<file path="src/rtl/tmr_pkg.sv">
package tmr_pkg;
  localparam int unsigned TW       = 64;
  localparam int unsigned STCE_BIT = 63;
  typedef logic [TW-1:0] tword_t;
endpackage

</file>
<file path="src/rtl/tmr_csr_bank.sv">
module tmr_csr_bank
  import tmr_pkg::*;
#(
  parameter int unsigned W    = TW,
  parameter int unsigned EBIT = STCE_BIT
) (
  input  logic         clk,
  input  logic         rst_n,
  input  logic         time_vld,
  input  logic [W-1:0] time_val,
  input  logic         scmp_we,
  input  logic         vscmp_we,
  input  logic         toff_we,
  input  logic         menv_we,
  input  logic         henv_we,
  input  logic [W-1:0] wdata,
  output logic [W-1:0] nxt_time,
  output logic [W-1:0] nxt_scmp,
  output logic [W-1:0] nxt_vscmp,
  output logic [W-1:0] nxt_toff,
  output logic         nxt_men,
  output logic         nxt_hen
);
  logic [W-1:0] time_q, scmp_q, vscmp_q, toff_q;
  logic         men_q, hen_q;

  // forward the value being written so same-cycle evaluation sees it
  always_comb begin
    nxt_time  = time_vld ? time_val    : time_q;
    nxt_scmp  = scmp_we  ? wdata       : scmp_q;
    nxt_vscmp = vscmp_we ? wdata       : vscmp_q;
    nxt_toff  = toff_we  ? wdata       : toff_q;
    nxt_men   = menv_we  ? wdata[EBIT] : men_q;
    nxt_hen   = henv_we  ? wdata[EBIT] : hen_q;
  end

  always_ff @(posedge clk or negedge rst_n) begin
    if (!rst_n) begin
      time_q  <= '0;
      scmp_q  <= '1;
      vscmp_q <= '1;
      toff_q  <= '0;
      men_q   <= 1'b0;
      hen_q   <= 1'b0;
    end else begin
      time_q  <= nxt_time;
      scmp_q  <= nxt_scmp;
      vscmp_q <= nxt_vscmp;
      toff_q  <= nxt_toff;
      men_q   <= nxt_men;
      hen_q   <= nxt_hen;
    end
  end

  assert_toff_load_R6: assert property (@(posedge clk) disable iff (!rst_n)
    toff_we |=> toff_q == $past(wdata));
  assert_time_hold_R8: assert property (@(posedge clk) disable iff (!rst_n)
    !time_vld |=> $stable(time_q));
endmodule

</file>
<file path="src/rtl/tmr_cmp.sv">
module tmr_cmp #(
  parameter int unsigned W = 64
) (
  input  logic         clk,
  input  logic         rst_n,
  input  logic         evt,
  input  logic         en,
  input  logic [W-1:0] lhs,
  input  logic [W-1:0] rhs,
  output logic         pend
);
  always_ff @(posedge clk or negedge rst_n) begin
    if (!rst_n)   pend <= 1'b0;
    else if (evt) pend <= en && (lhs >= rhs);
  end
endmodule

</file>
<file path="src/rtl/tmr_pend_gen.sv">
module tmr_pend_gen
  import tmr_pkg::*;
#(
  parameter int unsigned W    = TW,
  parameter int unsigned EBIT = STCE_BIT
) (
  input  logic         clk,
  input  logic         rst_n,
  input  logic         time_vld,
  input  logic [W-1:0] time_val,
  input  logic         scmp_we,
  input  logic         vscmp_we,
  input  logic         toff_we,
  input  logic         menv_we,
  input  logic         henv_we,
  input  logic [W-1:0] wdata,
  output logic         stip,
  output logic         vstip
);
  logic [W-1:0] n_time, n_scmp, n_vscmp, n_toff, v_time;
  logic         n_men, n_hen, s_evt, vs_evt;

  tmr_csr_bank #(.W(W), .EBIT(EBIT)) u_bank (
    .clk(clk), .rst_n(rst_n), .time_vld(time_vld), .time_val(time_val),
    .scmp_we(scmp_we), .vscmp_we(vscmp_we), .toff_we(toff_we),
    .menv_we(menv_we), .henv_we(henv_we), .wdata(wdata),
    .nxt_time(n_time), .nxt_scmp(n_scmp), .nxt_vscmp(n_vscmp),
    .nxt_toff(n_toff), .nxt_men(n_men), .nxt_hen(n_hen)
  );

  // each flag has its own trigger set
  assign s_evt  = time_vld | scmp_we | menv_we;
  assign vs_evt = time_vld | vscmp_we | toff_we | menv_we | henv_we;
  assign v_time = n_time + n_toff;  // wraps modulo 2^W

  tmr_cmp #(.W(W)) u_scmp (
    .clk(clk), .rst_n(rst_n), .evt(s_evt), .en(n_men),
    .lhs(n_time), .rhs(n_scmp), .pend(stip)
  );

  tmr_cmp #(.W(W)) u_vscmp (
    .clk(clk), .rst_n(rst_n), .evt(vs_evt), .en(n_men && n_hen),
    .lhs(v_time), .rhs(n_vscmp), .pend(vstip)
  );

  assert_stip_hold_R3: assert property (@(posedge clk) disable iff (!rst_n)
    !(time_vld || scmp_we || menv_we) |=> $stable(stip));
  assert_vstip_hold_R5: assert property (@(posedge clk) disable iff (!rst_n)
    !(time_vld || vscmp_we || toff_we || menv_we || henv_we) |=> $stable(vstip));
  assert_menv_off_R2: assert property (@(posedge clk) disable iff (!rst_n)
    (menv_we && !wdata[EBIT]) |=> (!stip && !vstip));
  assert_henv_off_R4: assert property (@(posedge clk) disable iff (!rst_n)
    (henv_we && !wdata[EBIT]) |=> !vstip);
endmodule

</file>
<file path="config.mk">
export PLATFORM = sky130hd
export DESIGN_NAME = tmr_pend_gen
export DESIGN_NICKNAME = d
export VERILOG_FILES = /design/src/rtl/tmr_pkg.sv /design/src/rtl/tmr_csr_bank.sv /design/src/rtl/tmr_cmp.sv /design/src/rtl/tmr_pend_gen.sv
export SDC_FILE = /design/constraint.sdc
export NUM_CORES = 1
export LEC_CHECK = 0
export BUFFER_PORTS_ARGS = -buffer_cell sky130_fd_sc_hd__buf_2
export CAP_MARGIN = 5
export CORE_UTILIZATION = 48
export CTS_CLUSTER_DIAMETER = 40
export DETAILED_ROUTE_END_ITERATION = 6
export PLACE_DENSITY_LB_ADDON = 0.25
export SETUP_SLACK_MARGIN = 0.3
export SYNTH_ARGS = -nofsm -noshare
export SYNTH_HDL_FRONTEND = slang
export SYNTH_SLANG_ARGS = --single-unit
</file>
<file path="constraint.sdc">
create_clock -name clk -period 5.57 [get_ports clk]
set_clock_uncertainty 0.2 [all_clocks]
set_input_delay 0.8355 -clock clk [delete_from_list [all_inputs] [get_ports clk]]
set_output_delay 0.8355 -clock clk [all_outputs]
set_load 0.01 [all_outputs]
</file>
==> summary.txt, run 1 <==
WP data required: 5.76 ns
Achievable Freq: 196.1 MHz
Reg-to-reg startpoint: u_bank.time_q[0]
FFs w/ async S/R, synth: 100.0%
DR WL/cell: 18.30 µm
Worst setup startpoint: toff_we
CTS tree: done
Rows: 67
Routed WL: 42920 µm
Cell Pwr Density: 352.1 nW/µm²
Commonest non-fill, non-tap cell in the layout: ha_1
Netlist Area Pre-Place: 16620 µm²
CP startpoint kind: input port
Routed Antenna Nets: 0
Post-synth top flop: dfrtp_1
Uppermost layer routed: met5
Die H: 188.1 µm
Footprint of the multi-input gates: 9348 µm²
Largest family of logic cells by synthesized area: multiplexers
Post-Synth XOR/XNOR Area: 3.057%
CP Max Fanout: 9
Final nets: 2195
Pins Over Slew Limit: 0
Synth area leaders: dfstp_2, dfrtp_1, ha_1, mux2_2, mux2i_1
Routability Congestion: 0.9310
GRT Util Overall: 24.67%
Die X: 188.1 µm
Largest net degree at the start of global routing: 134
Largest area contributor in the netlist: dfstp_2
Synth top area share: 20.24%
Commonest cells after routing, fill and taps aside: ha_1, buf_4, inv_1
Synth unique cells: 67
GRT overflow: 0
Pre-CTS setup slack: -0.3680 ns
Seq/Total Area, Yosys: 40.12%
Final setup fails: 0
Clock Tree Root: clkbuf_16
WS Path Type: input port to register
Post-synthesis cell count: 1570
Post-route DRC: 0
Final Hold Viols: 0
Clock Latency Late Sink: 0.52 ns
First-pass GRT wire length: 69460 µm
Met2 WL post-DR: 21320 µm
H-tree depth: 2
Tmin final: 5.100 ns
Setup TNS: 0 ns
Flops & latches, synth: 260
Design Power: 7.234 mW
Fraction of the mapped netlist area in adder cells: 14.50%
Post-detail-place hpwl: 33690 µm
Vias in the first global route: 13520
Number of flops mapped to enable cells by yosys: 0
Slew margin rel.: 44.41%
Layout cells sized above 1: 34.84%
RSZ-0062 raised after global routing: false
Register area: 6666 µm²
Area delta synth->final: 23.65%
First-pass DRT Iterations: 5
FILL cells: 2798
Internal power: 4.939 mW
Warnings, synthesis: 0
Clk pwr share: 34.7%
Met3 wire len: 1536 µm
IO Pins: 138
M1 wire length: 19010 µm
Setup WS post-layout: 0.4699 ns
Cell Count Post-Placement: 2274
Initial detailed-routing violation count: 610
Initial antenna violation count: 3
Sinks on Clock Net: 260
Critical path endpoint category: register
CTS buffer count: 39
P_sw: 2.295 mW
Tightest Hold Check Type: input port to async pin
Vias: 12850
Core ar.: 33780 µm²
Compound-Gate Fraction of Synth Area: 13.58%
Mux cell area share after synthesis: 16.63%
Gate power share: 34.9%
Area post-placement: 19060 µm²
Share of the core filled with cells: 60.82%
Drt via density: 5.476
Synth Area in Simple Gates: 7.673%
Avg Inst Size Synth: 10.58 µm²
Post-route cell area: 20550 µm²
Peak supply drop: 0.2501 mV
Syn nets: 1898
Leak: 10.16 nW
Starting density of the core: 49.19%
CTS Buffer Depth: 3
PortBufs: 137
Fin Hold WS: 0.1462 ns
Sw Share: 31.72%
Outcome: finished, final reports clean
Share of power burned in registers: 30.4%
Slew @ Worst Pin: 0.8338 ns
Period utilization: 91.56%
Clock slew seen by the registers of the worst setup and hold paths: 0.05 ns
Max-Cap Viols: 0
Non-filler instance count after layout: 2346
DIE AREA: 35370 µm²
Worst Path Arrival: 5.29 ns
## routing by layer
layer,vias to the layer above,track usage [%]
met5,-,0
met1,6275,30.60
met3,79,4.080
li1,6256,-
met2,232,43.73
met4,4,7.317
## kinds of logic after synthesis
group	after synthesis
compound gates	348
mux	260
flops	260
simple gates	256
buf+inv	196
fa+ha+maj	192
xor+xnor	58
## critical path, cell delays in order
cell and delay [ns]:
buf_2 0.10, buf_12 0.17, buf_12 0.15, mux2_2 0.35, ha_1 0.30, o211ai_1 0.11, o211ai_1 0.31, nand4_1 0.24
a21oi_2 0.21, nor3_1 0.06, buf_4 0.16, o41ai_2 0.37, buf_4 0.19, a21oi_1 0.07, xnor2_1 0.13, ha_1 0.32
a21o_1 0.19, a21o_1 0.18, a21oi_1 0.14, nor2_1 0.07, a2111oi_2 0.23, o21ai_1 0.12, a31oi_1 0.18, a21oi_1 0.08
## path summary, 6_finish.rpt
path,cells after the start,to,slack [ns]
setup / recovery,24,u_vscmp.pend,0.47
hold / removal,1,u_bank.time_q[5],0.15
setup reg to reg,20,u_vscmp.pend,0.87
hold reg to reg,1,u_bank.toff_q[35],0.30
max in group asynchronous,2,u_vscmp.pend,3.78
min in group clk,1,u_bank.toff_q[35],0.30
## registers in the layout, indices dropped and copies added, names as in the netlist
register	cells
u_scmp.pend	1
u_bank.vscmp_q	64
u_vscmp.pend	1
u_bank.men_q	1
u_bank.toff_q	64
u_bank.time_q	64
u_bank.scmp_q	64
u_bank.hen_q	1
## area by class of cell
| class | count | share of cell area (%) |
|---|---|---|
| clock buffer | 53 | 5.359 |
| tap | 448 | 2.728 |
| antenna | 1 | 0.01218 |
| clock inverter | 18 | 1.236 |
| inverter | 147 | 2.685 |
| multi-input combinational | 1114 | 45.49 |
| timing repair buffer | 305 | 10.04 |
| sequential | 260 | 32.44 |
## power groups by stage
| stage | registers [mW] | clock network, mW | logic [mW] |
|---|---|---|---|
| after floorplan | 2.21 | 0 | 1.57 |
| after global placement | 2.22 | 0 | 2.41 |
| after detailed placement | 2.23 | 0 | 2.46 |
| after CTS | 2.20 | 2.56 | 2.48 |
| after global routing | 2.22 | 2.64 | 2.81 |
| final | 2.20 | 2.51 | 2.52 |
## Yosys cell counts, types with 5 or more instances
library cell and instances:
o211ai_1 10, xor2_1 22, nand2_1 70, a211oi_1 10, inv_1 147, nor2_1 48
and2_1 5, xnor2_1 36, nand4_1 40, o21bai_1 17, nand2b_1 11, o21a_1 10
o31ai_1 5, dfrtp_1 132, and3_1 8, o21ai_0 59, a21o_1 69, ha_1 191
nand3_1 29, a21oi_1 117, a21boi_0 6, nor3_1 18, a31oi_1 7, clkbuf_1 44
mux2_2 128, dfstp_2 128, and4_1 5, mux2i_1 132
## timing repair
| action | CTS | global route |
|---|---|---|
| hold buffers | 0 | 0 |
| pin swaps | 2 | 9 |
| buffers inserted | 0 | 0 |
| resized for setup | 5 | 30 |
| setup endpoints to repair | 1 | 1 |
(Power assumes the default switching activity.)
==> run 2, diff against run 1 <==
Settings changed: SYNTH_HIERARCHICAL from default to 1.
==> run 2 against run 1 <==
Compared with the run above:
- sequential power barely moved
- register-to-register slack got worse by 0.06 ns
- critical path depth fell by 1
- global-route usage rose by 1.3 points
- design area rose by 4.5%
- sequential cell count did not move
- maximum frequency rose by 0.45%
- highest routed layer unchanged
==> summary.txt, run 2 <==
Syn nets: 1896 (-0.11%)
CTS buffer count: 42 (+7.7%)
Final setup fails: 0 (unchanged)
Synth area leaders: dfstp_2, dfrtp_1, mux2_2, ha_1, a21oi_1
Drt via density: 5.464 (-0.21%)
IO Pins: 138 (unchanged)
Fraction of the mapped netlist area in adder cells: 14.14% (-0.36 points)
Most common cell in the netlist: mux2_2
Post-detail-place hpwl: 35970 µm (+6.8%)
Vias in the first global route: 13930 (+3.0%)
Final Hold Viols: 0 (unchanged)
Sw Share: 31.85% (+0.13 points)
Mux cell area share after synthesis: 17.23% (+0.60 points)
Die H: 190.4 µm (+1.2%)
Share of power burned in registers: 28.8% (-1.6 points)
Slew @ Worst Pin: 0.9019 ns (+0.06806 ns)
Post-route DRC: 0 (unchanged)
Clock slew seen by the registers of the worst setup and hold paths: 0.05 ns (about the same)
Die X: 190.4 µm (+1.2%)
Post-synthesis cell count: 1568 (-0.13%)
WS Path Type: input port to register
Synth Area in Simple Gates: 8.453% (+0.78 points)
Routed WL: 45860 µm (+6.8%)
WP data required: 5.84 ns (+0.08 ns)
First-pass DRT Iterations: 5 (unchanged)
CP startpoint kind: input port
Compound-Gate Fraction of Synth Area: 12.29% (-1.3 points)
Outcome: finished, final reports clean
Synth unique cells: 73 (+9.0%)
Post-synth top flop: dfrtp_1
Critical path endpoint category: register
Clk pwr share: 36.4% (+1.7 points)
Post-Synth XOR/XNOR Area: 2.930% (-0.13 points)
Area post-placement: 19560 µm² (+2.7%)
Tightest Hold Check Type: input port to async pin
Clock Tree Root: clkbuf_16
Seq/Total Area, Yosys: 39.13% (-0.99 points)
Starting density of the core: 49.08% (-0.11 points)
Clock Latency Late Sink: 0.55 ns (+0.03 ns)
Routed Antenna Nets: 0 (unchanged)
Sinks on Clock Net: 260 (unchanged)
Final nets: 2252 (+2.6%)
DIE AREA: 36250 µm² (+2.5%)
First-pass GRT wire length: 73170 µm (+5.3%)
Worst Path Arrival: 5.35 ns (+0.06 ns)
Synth top area share: 19.74% (-0.50 points)
Peak supply drop: 0.2438 mV (-2.5%)
Initial detailed-routing violation count: 673 (+10%)
Hold-fix buffer count after cts: 0 (unchanged)
H-tree depth: 2 (unchanged)
Core ar.: 34710 µm² (+2.8%)
P_sw: 2.432 mW (+6.0%)
Pins Over Slew Limit: 0 (unchanged)
Initial antenna violation count: 3 (unchanged)
Area delta synth->final: 26.03%
Gate power share: 34.9% (about the same)
RSZ-0062 raised after global routing: false
Post-route cell area: 21470 µm² (+4.5%)
Flops & latches, synth: 260 (unchanged)
Netlist Area Pre-Place: 17040 µm² (+2.5%)
FFs w/ async S/R, synth: 100.0% (unchanged)
Largest family of logic cells by synthesized area: multiplexers
Internal power: 5.203 mW (+5.3%)
Warnings, synthesis: 6 (+6)
Tmin final: 5.077 ns (-0.02302 ns)
CP Max Fanout: 8 (-1)
Leak: 10.04 nW (-1.2%)
CTS tree: done
Max-Cap Viols: 0 (unchanged)
Slew margin rel.: 39.32% (-5.1 points)
Number of flops mapped to enable cells by yosys: 0 (unchanged)
Rows: 68 (+1.5%)
Post-synth top cells: mux2_2, ha_1, inv_1
Layout cells sized above 1: 45.43% (+11 points)
Period utilization: 91.15% (-0.41 points)
Avg Inst Size Synth: 10.87 µm² (+2.7%)
PortBufs: 137 (unchanged)
GRT Util Overall: 25.96% (+1.3 points)
Commonest cells after routing, fill and taps aside: mux2_2, buf_4, ha_1
Commonest non-fill, non-tap cell in the layout: mux2_2
Design Power: 7.635 mW (+5.6%)
Vias: 13190 (+2.6%)
GRT overflow: 0 (unchanged)
Largest net degree at the start of global routing: 109 (-19%)
DR WL/cell: 19.00 µm (+3.9%)
Cell Pwr Density: 355.6 nW/µm² (+1.0%)
Achievable Freq: 197.0 MHz (+0.45%)
Largest area contributor in the netlist: dfstp_2
CTS Buffer Depth: 3 (unchanged)
Routability Congestion: 0.9401 (+0.98%)
==> run 2: cell count changes after synthesis, sizes merged, moves of 9 or more <==
cell / delta
mux2i: -129
mux2: +130
nand3: -10
a21oi: +10
nor4: +9
a21o: -29
==> run 2: worst paths after layout <==
| path | endpoint | cells past startpoint | start | slack [ns] |
|---|---|---|---|---|
| setup / recovery | u_vscmp/pend | 23 | time_vld | 0.49 |
| hold / removal | u_bank/time_q[46] | 1 | rst_n | 0.09 |
| setup reg to reg | u_vscmp/pend | 20 | u_bank/time_q[0] | 0.81 |
| hold reg to reg | u_bank/toff_q[9] | 1 | u_bank/toff_q[9] | 0.30 |
| max in group asynchronous | u_bank/time_q[32] | 2 | rst_n | 3.76 |
| min in group clk | u_bank/toff_q[9] | 1 | u_bank/toff_q[9] | 0.30 |
==> run 2: final cells by class <==
cell class	count	area, µm²
Fill cell	2915	13240
Multi-Input combinational cell	1118	9704
Sequential cell	260	6666
Timing Repair Buffer	363	2504
Clock buffer	49	1149
Tap cell	455	569.3
Inverter	139	521.8
Clock inverter	28	356.6
Antenna cell	1	2.502
==> run 2: power groups by stage <==
| stage | clock [mW] | sequential [mW] | combinational (mW) |
|---|---|---|---|
| 2_1_floorplan | 0 | 2.21 | 1.62 |
| 3_5_place_dp | 0 | 2.22 | 2.54 |
| 5_1_grt | 2.92 | 2.21 | 2.95 |
| 6_report | 2.78 | 2.20 | 2.66 |
| 3_3_place_gp | 0 | 2.21 | 2.49 |
| 4_1_cts | 2.84 | 2.20 | 2.56 |
==> run 2: kinds of logic (layout without fill, tap and decap cells) <==
kind of cell | count (synthesis) | count (layout)
AOI/OAI and AO/OA | 331 | 331
xor gates and xnor gates | 57 | 57
adders and majority gates | 192 | 192
buffers and inverters | 190 | 579
DFF | 260 | 260
muxes | 261 | 261
other | 0 | 1
and+or+nand+nor | 277 | 277
==> run 2: layer usage <==
layer	GRT usage, %	wire, µm	part of all wire [%]	vias to the layer above
li1	-	-	-	6403
met1	32.89	20320	44	6408
met2	44.21	22400	49	278
met3	4.637	1814	4.0	92
met4	9.200	1284	2.8	4
met5	0	30	0.065	-
==> run 2: critical path, stage by stage <==
cell and delay (ns):
buf_2 0.14, buf_12 0.15, buf_4 0.15, mux2_2 0.39, ha_4 0.19, buf_4 0.14, a21o_1 0.22, o41ai_4 0.39
a21oi_4 0.12, o2111ai_4 0.23, a21boi_2 0.07, buf_4 0.16, o41ai_4 0.44, buf_4 0.20, nand2_1 0.05, o311a_1 0.15
ha_4 0.28, nand4_1 0.13, nor4_2 0.36, buf_4 0.17, o311a_1 0.15, nor4_1 0.05, a31oi_1 0.17
==> run 2: timing repair <==
action	4_1_cts	5_1_grt
pin swaps	0	26
setup endpoints to repair	1	1
gates resized for setup	2	61
setup buffers	0	7
==> run 2: per-stage QoR <==
stage / hold slack, ns / utilization, % / setup TNS [ns] / instances / worst slack (ns)
final: 0.08822 / 61.86 / 0 / 2413 / 0.4929
after global routing: 0.1333 / 61.85 / 0 / 2412 / 0.2656
after CTS: 0.1016 / 60.72 / 0 / 2405 / 0.3473
after detailed placement: 0.2868 / 56.35 / -0.3875 / 2328 / -0.3875
after global placement: 0.2830 / 56.35 / -0.2811 / 2328 / -0.2811
after floorplan: 0.2660 / - / 0 / 1568 / 0.3043
